$ cat src/rtl/hamming74_syndrome.sv
module hamming74_syndrome (
  input  logic       clk,
  input  logic       rst_n,
  input  logic       in_valid,
  input  logic [7:1] cw_in,
  input  logic       even_par,
  output logic       out_valid,
  output logic [2:0] syndrome,
  output logic       err,
  output logic [7:1] err_mask,
  output logic [7:1] fixed_word,
  output logic [3:0] data_out,
  input  logic [3:0] enc_data,
  input  logic       enc_even,
  output logic [7:1] enc_word
);
  logic [2:0] syn_c;
  logic [7:1] mask_c;

  assign syn_c[2] = cw_in[4] ^ cw_in[5] ^ cw_in[6] ^ cw_in[7] ^ ~even_par;
  assign syn_c[1] = cw_in[2] ^ cw_in[3] ^ cw_in[6] ^ cw_in[7] ^ ~even_par;
  assign syn_c[0] = cw_in[1] ^ cw_in[3] ^ cw_in[5] ^ cw_in[7] ^ ~even_par;

  for (genvar i = 1; i <= 7; i++) begin : g_mask
    assign mask_c[i] = (syn_c == 3'(i));
  end

  always_ff @(posedge clk or negedge rst_n) begin
    if (!rst_n) begin
      out_valid  <= 1'b0;
      syndrome   <= '0;
      err        <= 1'b0;
      err_mask   <= '0;
      fixed_word <= '0;
    end else begin
      out_valid <= in_valid;
      if (in_valid) begin
        syndrome   <= syn_c;
        err        <= |syn_c;
        err_mask   <= mask_c;
        fixed_word <= cw_in ^ mask_c;
      end
    end
  end

  assign data_out = {fixed_word[7], fixed_word[6], fixed_word[5], fixed_word[3]};

  assign enc_word[7] = enc_data[3];
  assign enc_word[6] = enc_data[2];
  assign enc_word[5] = enc_data[1];
  assign enc_word[3] = enc_data[0];
  assign enc_word[4] = enc_data[1] ^ enc_data[2] ^ enc_data[3] ^ ~enc_even;
  assign enc_word[2] = enc_data[0] ^ enc_data[2] ^ enc_data[3] ^ ~enc_even;
  assign enc_word[1] = enc_data[0] ^ enc_data[1] ^ enc_data[3] ^ ~enc_even;
endmodule


$ cat config.mk
export PLATFORM = sky130hd
export DESIGN_NAME = hamming74_syndrome
export DESIGN_NICKNAME = d
export VERILOG_FILES = /design/src/rtl/hamming74_syndrome.sv
export SDC_FILE = /design/constraint.sdc
export NUM_CORES = 1
export LEC_CHECK = 0
export BUFFER_PORTS_ARGS = -buffer_cell sky130_fd_sc_hd__clkbuf_2
export CORE_MARGIN = 2
export CORE_UTILIZATION = 42
export CTS_CLUSTER_SIZE = 30
export DETAILED_ROUTE_END_ITERATION = 12
export MAX_ROUTING_LAYER = met4
export PLACE_DENSITY = 0.75
export SETUP_SLACK_MARGIN = 0.15
export SKIP_LAST_GASP = 1
export SLEW_MARGIN = 15
export SYNTH_ARGS = -nofsm -noshare
export SYNTH_HDL_FRONTEND = slang
export SYNTH_SLANG_ARGS = --single-unit
$ cat constraint.sdc
create_clock -name clk -period 1.02 [get_ports clk]
set_input_delay 0.153 -clock clk [delete_from_list [all_inputs] [get_ports clk]]
set_output_delay 0.153 -clock clk [all_outputs]
set_load 0.01 [all_outputs]
# Yosys cells after proc, flatten, opt, wreduce, memory -nomap -nowiden
# Index checks and enable logic that the tools add are counted.
# word_totals
ff_bits	19
in_bits	16
output_inout_bits	30
elab_cells	37
# classes
n_eq_ne	7
bitwise	24
n_reduce_logical	1
# op_table
operator	n
1-bit bitwise XOR	21
3-bit equality test, second input constant	4
7-bit bitwise XOR	1
3-bit by 2-bit equality test with 1-bit output, second input constant	2
3-bit by 1-bit equality test with 1-bit output, second input constant	1
3-bit OR reduction	1
1-bit inverter	2

# Depth between registers and ports, before layout
# Gate-level depths: netlist of run 1.
# logic_depth
word_depth	6
depth_mapped	5
mapped_depth_nobuf	4

# Worst setup path after synthesis of run 1
# OpenSTA, ideal clock, no wires.
# synth_timing
path_kind	input-to-reg
start	input cw_in[6] in the netlist's numbering
end	register err_mask[2] in the netlist's numbering
setup_time_ns	0.120
arrival_time_ns	1.368
t_required_ns	0.900
slack_ns	-0.468
path_stages	5
path_buffers	1
cell_sequence	clkbuf_2 -> xnor2_1 -> nor3_1 -> or2_2 -> a31o_2
# synth_between
elab_chain_cells	4
word_cells_on_any_way	7
cone_classes	eq/ne (1); bitwise (6)
# synth_rtl
element	line_no	rtl
from (decl)	5	input logic [7:1] cw_in,
1-bit bitwise XOR, on equally long branches (3 in series)	21, 20	
3-bit by 2-bit equality test with 1-bit output (*)	25	assign mask_c[i] = (syn_c == 3'(i));
to (signal assigned)	40	err_mask <= mask_c;
to (decl)	10	output logic [7:1] err_mask,
# Mark *: on every way between the ends. The rest lies on a longest branch, timed or not.
# A chain may end at the register's enable or synchronous reset.

# Final worst setup path of run 1
# layout_timing
start	input even_par
end	register fixed_word[7] in the netlist's numbering
# layout_between
elab_chain_cells	4
word_cells_on_any_way	6
cone_classes	eq/ne (1); bitwise (5)
# layout_rtl
element	line_no	rtl
from (decl)	6	input logic even_par,
1-bit inverter (*)	20, 21, 22	
1-bit bitwise XOR, on equally long branches	22, 20, 21	
3-bit equality test (*)	25	
7-bit bitwise XOR (*)	41	fixed_word <= cw_in ^ mask_c;
to (signal assigned)	41	
to (decl)	11	output logic [7:1] fixed_word,
# Marks and branches as above.

==> flow_summary.yaml, run 1 <==
synthesis:
  synth_compound_area_frac: 0.145
  netlist_area_um2: 1220
  yosysSeqAreaShare: 0.391
  synth_ff_type: "dfrtp_1"
  ys_top_cells_by_area: "dfrtp_1, xnor2_1, mux2_2, buf_4, o2111ai_1"
  synth_top_family_by_area: "XOR/XNOR gates"
  syn_area_per_cell_um2: 9.81
  synth_simple_gate_area_frac: 0.109
  synthXorXnorAreaFrac: 0.192
  muxShareOfSynthArea: 0.0556
  synth_top_area_cell: "dfrtp_1"
  synthCells: 124
  syn_nets: 140
  synth_fa_ha_area_frac: 0
  yosys.cell_count.top_type: "dfrtp_1"
  yosys_register_bits: 19
  ys_top_cells_by_count: "dfrtp_1, xnor2_1, inv_1"
  synth.distinct_cells: 25
  yosys.area.top_type_share: 0.391
  ys_warn_count: 0
  synth-edff-count: 0
  async_reset_ff_frac: 1.00
global_route:
  grt_pass1_wl_mm: 5.40
  grt_max_degree: 20
  antenna_found_initial: 0
  met3_usage: 0.0402
  grt-busiest-layer: "met2"
  gr-usage-met1: 0.239
  grt_pass1_vias: 1179
  grt_usage: 0.218
  grtUsageMet2: 0.399
  gr-total-overflow: 0
floorplan:
  dieArea_um2: 3340
  ios: 46
  die_h_um: 57.8
  core_area_um2: 2760
  die_x_um: 57.8
  start_util: 0.441
  num_rows: 19
job:
  cap_viol_max_count: 0
clock_tree:
  clk_pin_slew_ns: 0.11
  clockRootBuffer: "clkbuf_4"
  cts.path.max_buffers: 2
  numCtsBuffers: 3
  cts_tree: "yes"
  clock_sinks: 19
  insertion_delay_ns: 0.29
  htreeDepth: 1
status:
  status: "finished with violations"
  violations: "setup timing"
sta:
  setup_violations: 17
  tightest_slew_ns: 0.510
  fin_crit_ns: 1.22
  period_share: 1.20
  max-slew-margin-rel: 0.660
  fin_ws_ns: -0.202
  rsz0062_at_grt: "yes"
  fin_worst_skew_ns: 0
  fmax_mhz: 819
  hold_violations: 0
  drv_slew: 0
worst_setup_path:
  cp_max_fo: 8
  required_ns: 1.22
  cp_cell_sequence: "clkbuf_4 -> xor3_2 -> nor3_1 -> o2111ai_1 -> o221ai_1"
  crit_buf_inv: 1
  cp-start-kind: "input port"
  crit_path_end_kind: "flop"
  crit_arrival_ns: 1.42
  crit_cells: 5
  rr_worst_depth: 4
  critPathTopFamily: "XOR/XNOR gates"
  slowest_stage: "xor3_2"
  max_stage_delay_ns: 0.52
  critPathKind: "in2reg"
cells_and_area:
  fin_area_um2: 2180
  antenna_cells: 0
  finalNetCount: 214
  fillers: 173
  stdcell_count: 228
  drive_gt1_frac: 0.655
  areaGrowthSynthToFinish_pct: 79.2
pwr:
  cellInternalPower_mw: 1.79
  p_per_area_nw_per_um2: 1280
  pwr-share-clk: 0.138
  sw_frac_of_total: 0.356
  power.switching_mw: 0.991
  seqPwrFrac: 0.340
  p_leak_nw: 1.04
  irDropWorstVdd_mv: 1.12
  pwr-share-comb: 0.522
place:
  placed_cells: 204
  gp_congestion: 0.812
  dp_hpwl_mm: 2.32
  port_buffers: 45
  place_area_um2: 1690
detailed_routing:
  dr_total_vias: 1220
  drc: 0
  wl_per_cell_um: 16.2
  ant_nets: 0
  drtIter0Drc: 22
  routed_wl_mm: 3.69
  drt-pass1-iter-count: 4
  viasPerCell: 5.35
worst_hold_path:
  hp-class: "in2reg"
  hold_depth: 3
-- worst reg2reg max path: cells and delay by family (launching register included) --
kind	cells	cell delay, ns
flops	1	0.41
compound gates	1	0.10
buf+inv	3	0.30
-- routing by layer --
metal | wire length (um) | vias up
li1 | - | 578
met1 | 1360 | 578
met2 | 2030 | 54
met3 | 191 | 10
met4 | 111 | 0
met5 | 0 | -
-- registers in the layout, summed over array words and instances, names as in the netlist --
register,count
err,1
syndrome,3
out_valid,1
err_mask,7
fixed_word,7
-- cell families (layout without fill, tap and decap cells) --
family	after synthesis	after routing
multiplexers	6	6
AND/OR/NAND/NOR	28	28
AO/OA/AOI/OAI	25	25
flip-flops	19	19
buffers and inverters	26	99
XOR/XNOR	20	20
-- power by group through the flow --
stage               sequential, mW  clock, mW  combinational, mW
global placement             0.950          0               1.01
finish                       0.946      0.385               1.45
CTS                          0.943      0.392               1.20
floorplan                     1.01          0              0.609
detailed placement           0.961          0               1.04
global route                 0.962      0.417               1.55
-- placed cells by master (no fill, tap or decap), drive strengths merged, types with 2 or more instances in the layout --
cell / Yosys / routed
a21oi: 9 / 9
a31oi: 2 / 2
buf: 9 / 48
clkbuf: 5 / 38
dfrtp: 19 / 19
inv: 12 / 12
mux2: 6 / 6
nand2: 6 / 6
nand3: 6 / 6
nor2: 5 / 5
nor3: 8 / 8
o2111ai: 6 / 6
o221ai: 6 / 6
xnor2: 14 / 14
xnor3: 2 / 2
xor2: 2 / 2
xor3: 2 / 2
-- stage by stage --
step / setup TNS [ns] / worst slack [ns] / hold slack, ns / power (mW) / utilization
floorplan: -3.14 / -0.255 / -0.143 / 1.62 / -
CTS: -2.22 / -0.177 / 0.225 / 2.53 / 0.703
finish: -1.97 / -0.202 / 0.216 / 2.79 / 0.790
global route: -2.76 / -0.266 / 0.195 / 2.93 / 0.790
global placement: -7.35 / -0.459 / 0.116 / 1.96 / 0.613
detailed placement: -7.93 / -0.494 / 0.137 / 2.00 / 0.613
-- worst paths after layout --
path	slack, ns	startpoint	to
max reg2reg	0.09	fixed_word[6]	fixed_word[6]
min in group asynchronous	0.36	rst_n	fixed_word[7]
min	0.22	cw_in[7]	fixed_word[7]
max	-0.20	even_par	fixed_word[7]
max in group asynchronous	0.32	rst_n	err_mask[5]
min reg2reg	0.53	err_mask[7]	err_mask[7]
-- what timing repair did --
item / in CTS / in global routing
pin swaps: 14 / 18
cloned: 0 / 0
setup endpoints to repair: 44 / 44
endpoints found under the hold margin: 19 / 0
buffers inserted: 7 / 12
gates resized for setup: 24 / 40
hold buffers: 1 / 0
-- area by class of cell --
type,count,area (um^2),area share
tap,31,38.8,0.0178
inverter,12,45.0,0.0207
sequential,19,475,0.218
clock buffer,4,26.3,0.0121
timing repair buffer,83,678,0.311
multi-input combinational,79,916,0.420
Note: power is estimated with default switching activity, not from simulation.
==> run 2, diff against run 1 <==
--- a/config.mk
+++ b/config.mk
@@ -6,12 +6,14 @@
 export NUM_CORES = 1
 export LEC_CHECK = 0
 export BUFFER_PORTS_ARGS = -buffer_cell sky130_fd_sc_hd__clkbuf_2
+export CELL_PAD_IN_SITES_DETAIL_PLACEMENT = 2
+export CELL_PAD_IN_SITES_GLOBAL_PLACEMENT = 2
 export CORE_MARGIN = 2
-export CORE_UTILIZATION = 42
+export CORE_UTILIZATION = 28
 export CTS_CLUSTER_SIZE = 30
 export DETAILED_ROUTE_END_ITERATION = 12
 export MAX_ROUTING_LAYER = met4
-export PLACE_DENSITY = 0.75
+export PLACE_DENSITY = 0.83
 export SETUP_SLACK_MARGIN = 0.15
 export SKIP_LAST_GASP = 1
 export SLEW_MARGIN = 15
==> flow_summary.yaml, run 2 (synthesis gave the netlist of run 1 again) <==
global_route:
  gr-total-overflow: 0
  grt_pass1_wl_mm: 7.71
  grt_pass1_vias: 1437
  grt_max_degree: 38
  antenna_found_initial: 0
  grt_usage: 0.213
clock_tree:
  htreeDepth: 1
  clockRootBuffer: "clkbuf_8"
  numCtsBuffers: 3
  insertion_delay_ns: 0.27
  clock_sinks: 19
  cts_tree: "yes"
  clk_pin_slew_ns: 0.09
  cts.path.max_buffers: 2
cells_and_area:
  largest_registers: "err_mask: 7 flops, fixed_word: 7 flops, syndrome: 3 flops"
  finalNetCount: 219
  areaGrowthSynthToFinish_pct: 92.4
  fillers: 400
  antenna_cells: 0
  final_cell_mix: "buf_4, clkbuf_2, dfrtp_1"
  stdcell_count: 252
  drive_gt1_frac: 0.688
  final_common_cell: "buf_4"
sta:
  hold_violations: 0
  max-slew-margin-rel: 0.655
  fmax_mhz: 732
  fin_crit_ns: 1.37
  tightest_slew_ns: 0.517
  fin_ws_ns: -0.345
  fin_hold_ws_ns: 0.229
  fin_worst_skew_ns: 0
  fin_setup_tns_ns: -3.73
  setup_violations: 19
  rsz0062_at_grt: "yes"
  drv_slew: 0
  period_share: 1.34
detailed_routing:
  viasPerCell: 5.20
  ant_nets: 0
  drt-pass1-iter-count: 4
  dr_total_vias: 1311
  drc: 0
  routed_wl_mm: 5.93
  drtIter0Drc: 61
  wl_per_cell_um: 23.5
job:
  cap_viol_max_count: 0
place:
  placed_cells: 219
  gp_congestion: 0.720
  post-place-ws_ns: -0.576
  port_buffers: 45
  dp_hpwl_mm: 3.07
worst_hold_path:
  hp-class: "in2reg"
  min_to: "out_valid"
  hold_start: "in_valid"
  hold_depth: 2
status:
  status: "finished with violations"
  violations: "setup timing"
worst_setup_path:
  rr_worst_depth: 2
  max_stage_delay_ns: 0.54
  r2r_start: "err_mask[7]"
  worstReg2RegEnd: "err_mask[7]"
  crit_path_end_kind: "flop"
  critPathKind: "in2reg"
  rrSetupSlack_ns: 0.10
  crit_arrival_ns: 1.53
  cp_max_fo: 8
  cp-start-kind: "input port"
  cp_cell_sequence: "clkbuf_2 -> xor3_2 -> nor3_1 -> o2111ai_1 -> o221ai_1"
  required_ns: 1.18
  slowest_stage: "xor3_2"
pwr:
  p_leak_nw: 1.10
  p_per_area_nw_per_um2: 1380
  total_power_mw: 3.23
  irDropWorstVdd_mv: 0.591
floorplan:
  ios: 46
  core_area_um2: 4090
  num_rows: 23
  start_util: 0.298
  die_h_um: 69.9
  dieArea_um2: 4890
  die_x_um: 69.9
-- run 2: cell types whose count changed in the layout (fill, tap and decap cells not counted), sizes merged --
cell,change
clkinv,+1
buf,+6
clkbuf,-2
-- run 2: where the power goes --
part           leakage [nW]  switching, mW  internal, mW  total [mW]
Sequential            0.233         0.0891         0.875       0.964
Combinational         0.841          0.840         0.838        1.68
Clock                0.0255          0.312         0.274       0.585
Total                  1.10           1.24          1.99        3.23
-- run 2: through the flow --
step / utilization / instance area (um^2)
after CTS: 0.512 / 2090
after global placement: 0.415 / 1700
after detailed placement: 0.415 / 1700
final: 0.573 / 2340
after global routing: 0.573 / 2340
after floorplan: - / 1390
-- run 2: worst max path at each step --
| stage | from | endpoint | cells past startpoint |
|---|---|---|---|
| after global routing | cw_in[5] | fixed_word[5] | 5 |
| after CTS | cw_in[7] | fixed_word[2] | 5 |
| after global placement | cw_in[7] | fixed_word[2] | 5 |
| final | cw_in[5] | fixed_word[5] | 5 |
| after floorplan | cw_in[5] | err_mask[2] | 4 |
| after detailed placement | cw_in[7] | fixed_word[5] | 5 |
-- run 2: critical path: cells and delay by family --
kind / cells / cell delay [ns]
and+or+nand+nor: 1 / 0.41
xor gates and xnor gates: 1 / 0.54
buffers and inverters: 1 / 0.09
AOI/OAI and AO/OA: 2 / 0.33
-- run 2: area by class of cell --
class	count	area, um^2	share of cell area
Timing Repair Buffer	88	724	0.310
Tap cell	50	62.6	0.0267
Multi-Input combinational cell	79	986	0.421
Sequential cell	19	475	0.203
Clock inverter	1	5.00	0.00214
Inverter	12	45.0	0.0193
Clock buffer	3	41.3	0.0176
-- run 2: per-layer routing --
layer  vias up  GRT usage  routed length [um]
li1        580          -                   -
met1       663      0.211                2200
met2        48      0.413                3310
met3        20     0.0202                 161
met4         0      0.100                 266
met5         -          -                   0
-- run 2: timing repair --
item / 4_1_cts / 5_1_grt
hold endpoints to repair: 19 / 0
pin swaps: 18 / 10
buffers inserted: 13 / 15
hold buffers: 1 / 0
resized for setup: 40 / 35
setup endpoints to repair: 44 / 44
==> run 3, diff against run 2 <==
==> constraint.sdc (replaced) <==
create_clock -name clk -period 1.4 [get_ports clk]
set_input_delay 0.21 -clock clk [delete_from_list [all_inputs] [get_ports clk]]
set_output_delay 0.21 -clock clk [all_outputs]
set_load 0.01 [all_outputs]
==> flow_summary.yaml, run 3 (synthesis gave the netlist of run 1 again) <==
worst_setup_path:
  slowest_stage: "xor3_4"
  cp_cell_sequence: "buf_6 -> xor3_4 -> nor3_2 -> o2111ai_1 -> o221ai_1"
  max_stage_delay_ns: 0.61
  critPathKind: "in2reg"
  critPathTopFamily: "XOR/XNOR gates"
  required_ns: 1.57
  crit_buf_inv: 1
  cp-start-kind: "input port"
  crit_path_end_kind: "flop"
  cp_max_fo: 8
  crit_arrival_ns: 1.51
global_route:
  gr-total-overflow: 0
  grt_pass1_wl_mm: 6.82
  grt_max_degree: 28
  grt_usage: 0.184
  grt_pass1_vias: 1289
  antenna_found_initial: 0
sta:
  fin_worst_skew_ns: 0
  rsz0062_at_grt: "yes"
  max-slew-margin-rel: 0.574
  fin_crit_ns: 1.33
  drv_slew: 0
  fmax_mhz: 750
  period_share: 0.952
  setup_violations: 0
  fin_setup_tns_ns: 0
  hold_violations: 0
  tightest_slew_ns: 0.638
  fin_ws_ns: 0.0673
pwr:
  irDropWorstVdd_mv: 0.563
  p_leak_nw: 0.962
  total_power_mw: 2.17
  p_per_area_nw_per_um2: 1010
floorplan:
  num_rows: 23
  die_x_um: 69.9
  start_util: 0.298
  dieArea_um2: 4890
  ios: 46
  core_area_um2: 4090
  die_h_um: 69.9
cells_and_area:
  areaGrowthSynthToFinish_pct: 76.1
  final_cell_mix: "clkbuf_2, dfrtp_1, buf_4"
  final_common_cell: "clkbuf_2"
  multi_input_area_um2: 978
  final_util: 0.524
  fin_area_um2: 2140
  fillers: 411
  antenna_cells: 0
  finalNetCount: 200
  seq_area_um2: 475
  largest_registers: "err_mask: 7 flops, fixed_word: 7 flops, syndrome: 3 flops"
  drive_gt1_frac: 0.639
status:
  status: "completed"
detailed_routing:
  dr_total_vias: 1203
  drt-pass1-iter-count: 3
  drtIter0Drc: 29
  routed_wl_mm: 4.94
  viasPerCell: 5.16
  ant_nets: 0
  wl_per_cell_um: 21.2
  drc: 0
clock_tree:
  htreeDepth: 1
  clockRootBuffer: "clkbuf_8"
  clock_sinks: 19
  insertion_delay_ns: 0.26
  cts.path.max_buffers: 2
  clk_pin_slew_ns: 0.08
  cts_tree: "yes"
  numCtsBuffers: 3
worst_hold_path:
  hp-class: "in2reg"
place:
  port_buffers: 45
  gp_congestion: 0.817
  post-place-ws_ns: -0.262
  dp_hpwl_mm: 3.03
  place_area_um2: 1700
job:
  cap_viol_max_count: 0
## run 3: changes by cell type in the layout (fill, tap and decap cells not counted), sizes merged
cell	change
clkbuf	+10
clkinv	-1
buf	-28
## run 3: worst min-delay path, delay by kind of cell
family                 cells  cell delay, ns
AND/OR/NAND/NOR            1            0.10
buffers and inverters      1            0.11
AO/OA/AOI/OAI              1            0.10
## run 3: final cells by class
| class | instances | share of cell area |
|---|---|---|
| flip-flops and latches | 19 | 0.222 |
| clock buffers | 4 | 0.0210 |
| well taps | 50 | 0.0292 |
| inverters | 12 | 0.0210 |
| repair buffers | 69 | 0.250 |
| multi-input cells | 79 | 0.457 |
## run 3: per-layer routing
layer,global-route usage,vias to the layer above,share of wire
met5,-,-,0
met4,0.0427,0,0.010
met3,0.0274,7,0.035
met2,0.364,38,0.62
met1,0.188,612,0.34
li1,-,546,-
## run 3: report_power, final
part	internal [mW]	switching, mW
logic	0.496	0.576
clock network	0.203	0.193
registers	0.638	0.0619
total	1.34	0.831
## run 3: metrics by stage
stage               instances  hold slack, ns
floorplan                 124         -0.0856
global placement          220           0.190
detailed placement        220           0.218
CTS                       226           0.322
global route              233           0.328
finish                    233           0.310
## run 3: worst paths after layout
kind	cells after the start	slack [ns]	startpoint	end
max reg2reg	2	0.52	err_mask[2]	err_mask[2]
max	5	0.07	cw_in[5]	fixed_word[1]
min reg2reg	1	0.51	err_mask[3]	err_mask[3]
max in group asynchronous	2	0.62	rst_n	fixed_word[7]
min	3	0.31	cw_in[7]	fixed_word[7]
min in group asynchronous	2	0.44	rst_n	fixed_word[4]
## run 3: repair_timing
action | CTS | global route
cloned | 0 | 0
gates resized for setup | 14 | 37
hold buffers | 1 | 0
pin swaps | 14 | 25
buffers inserted | 1 | 7
endpoints found under the setup margin | 15 | 18
endpoints found under the hold margin | 19 | 0
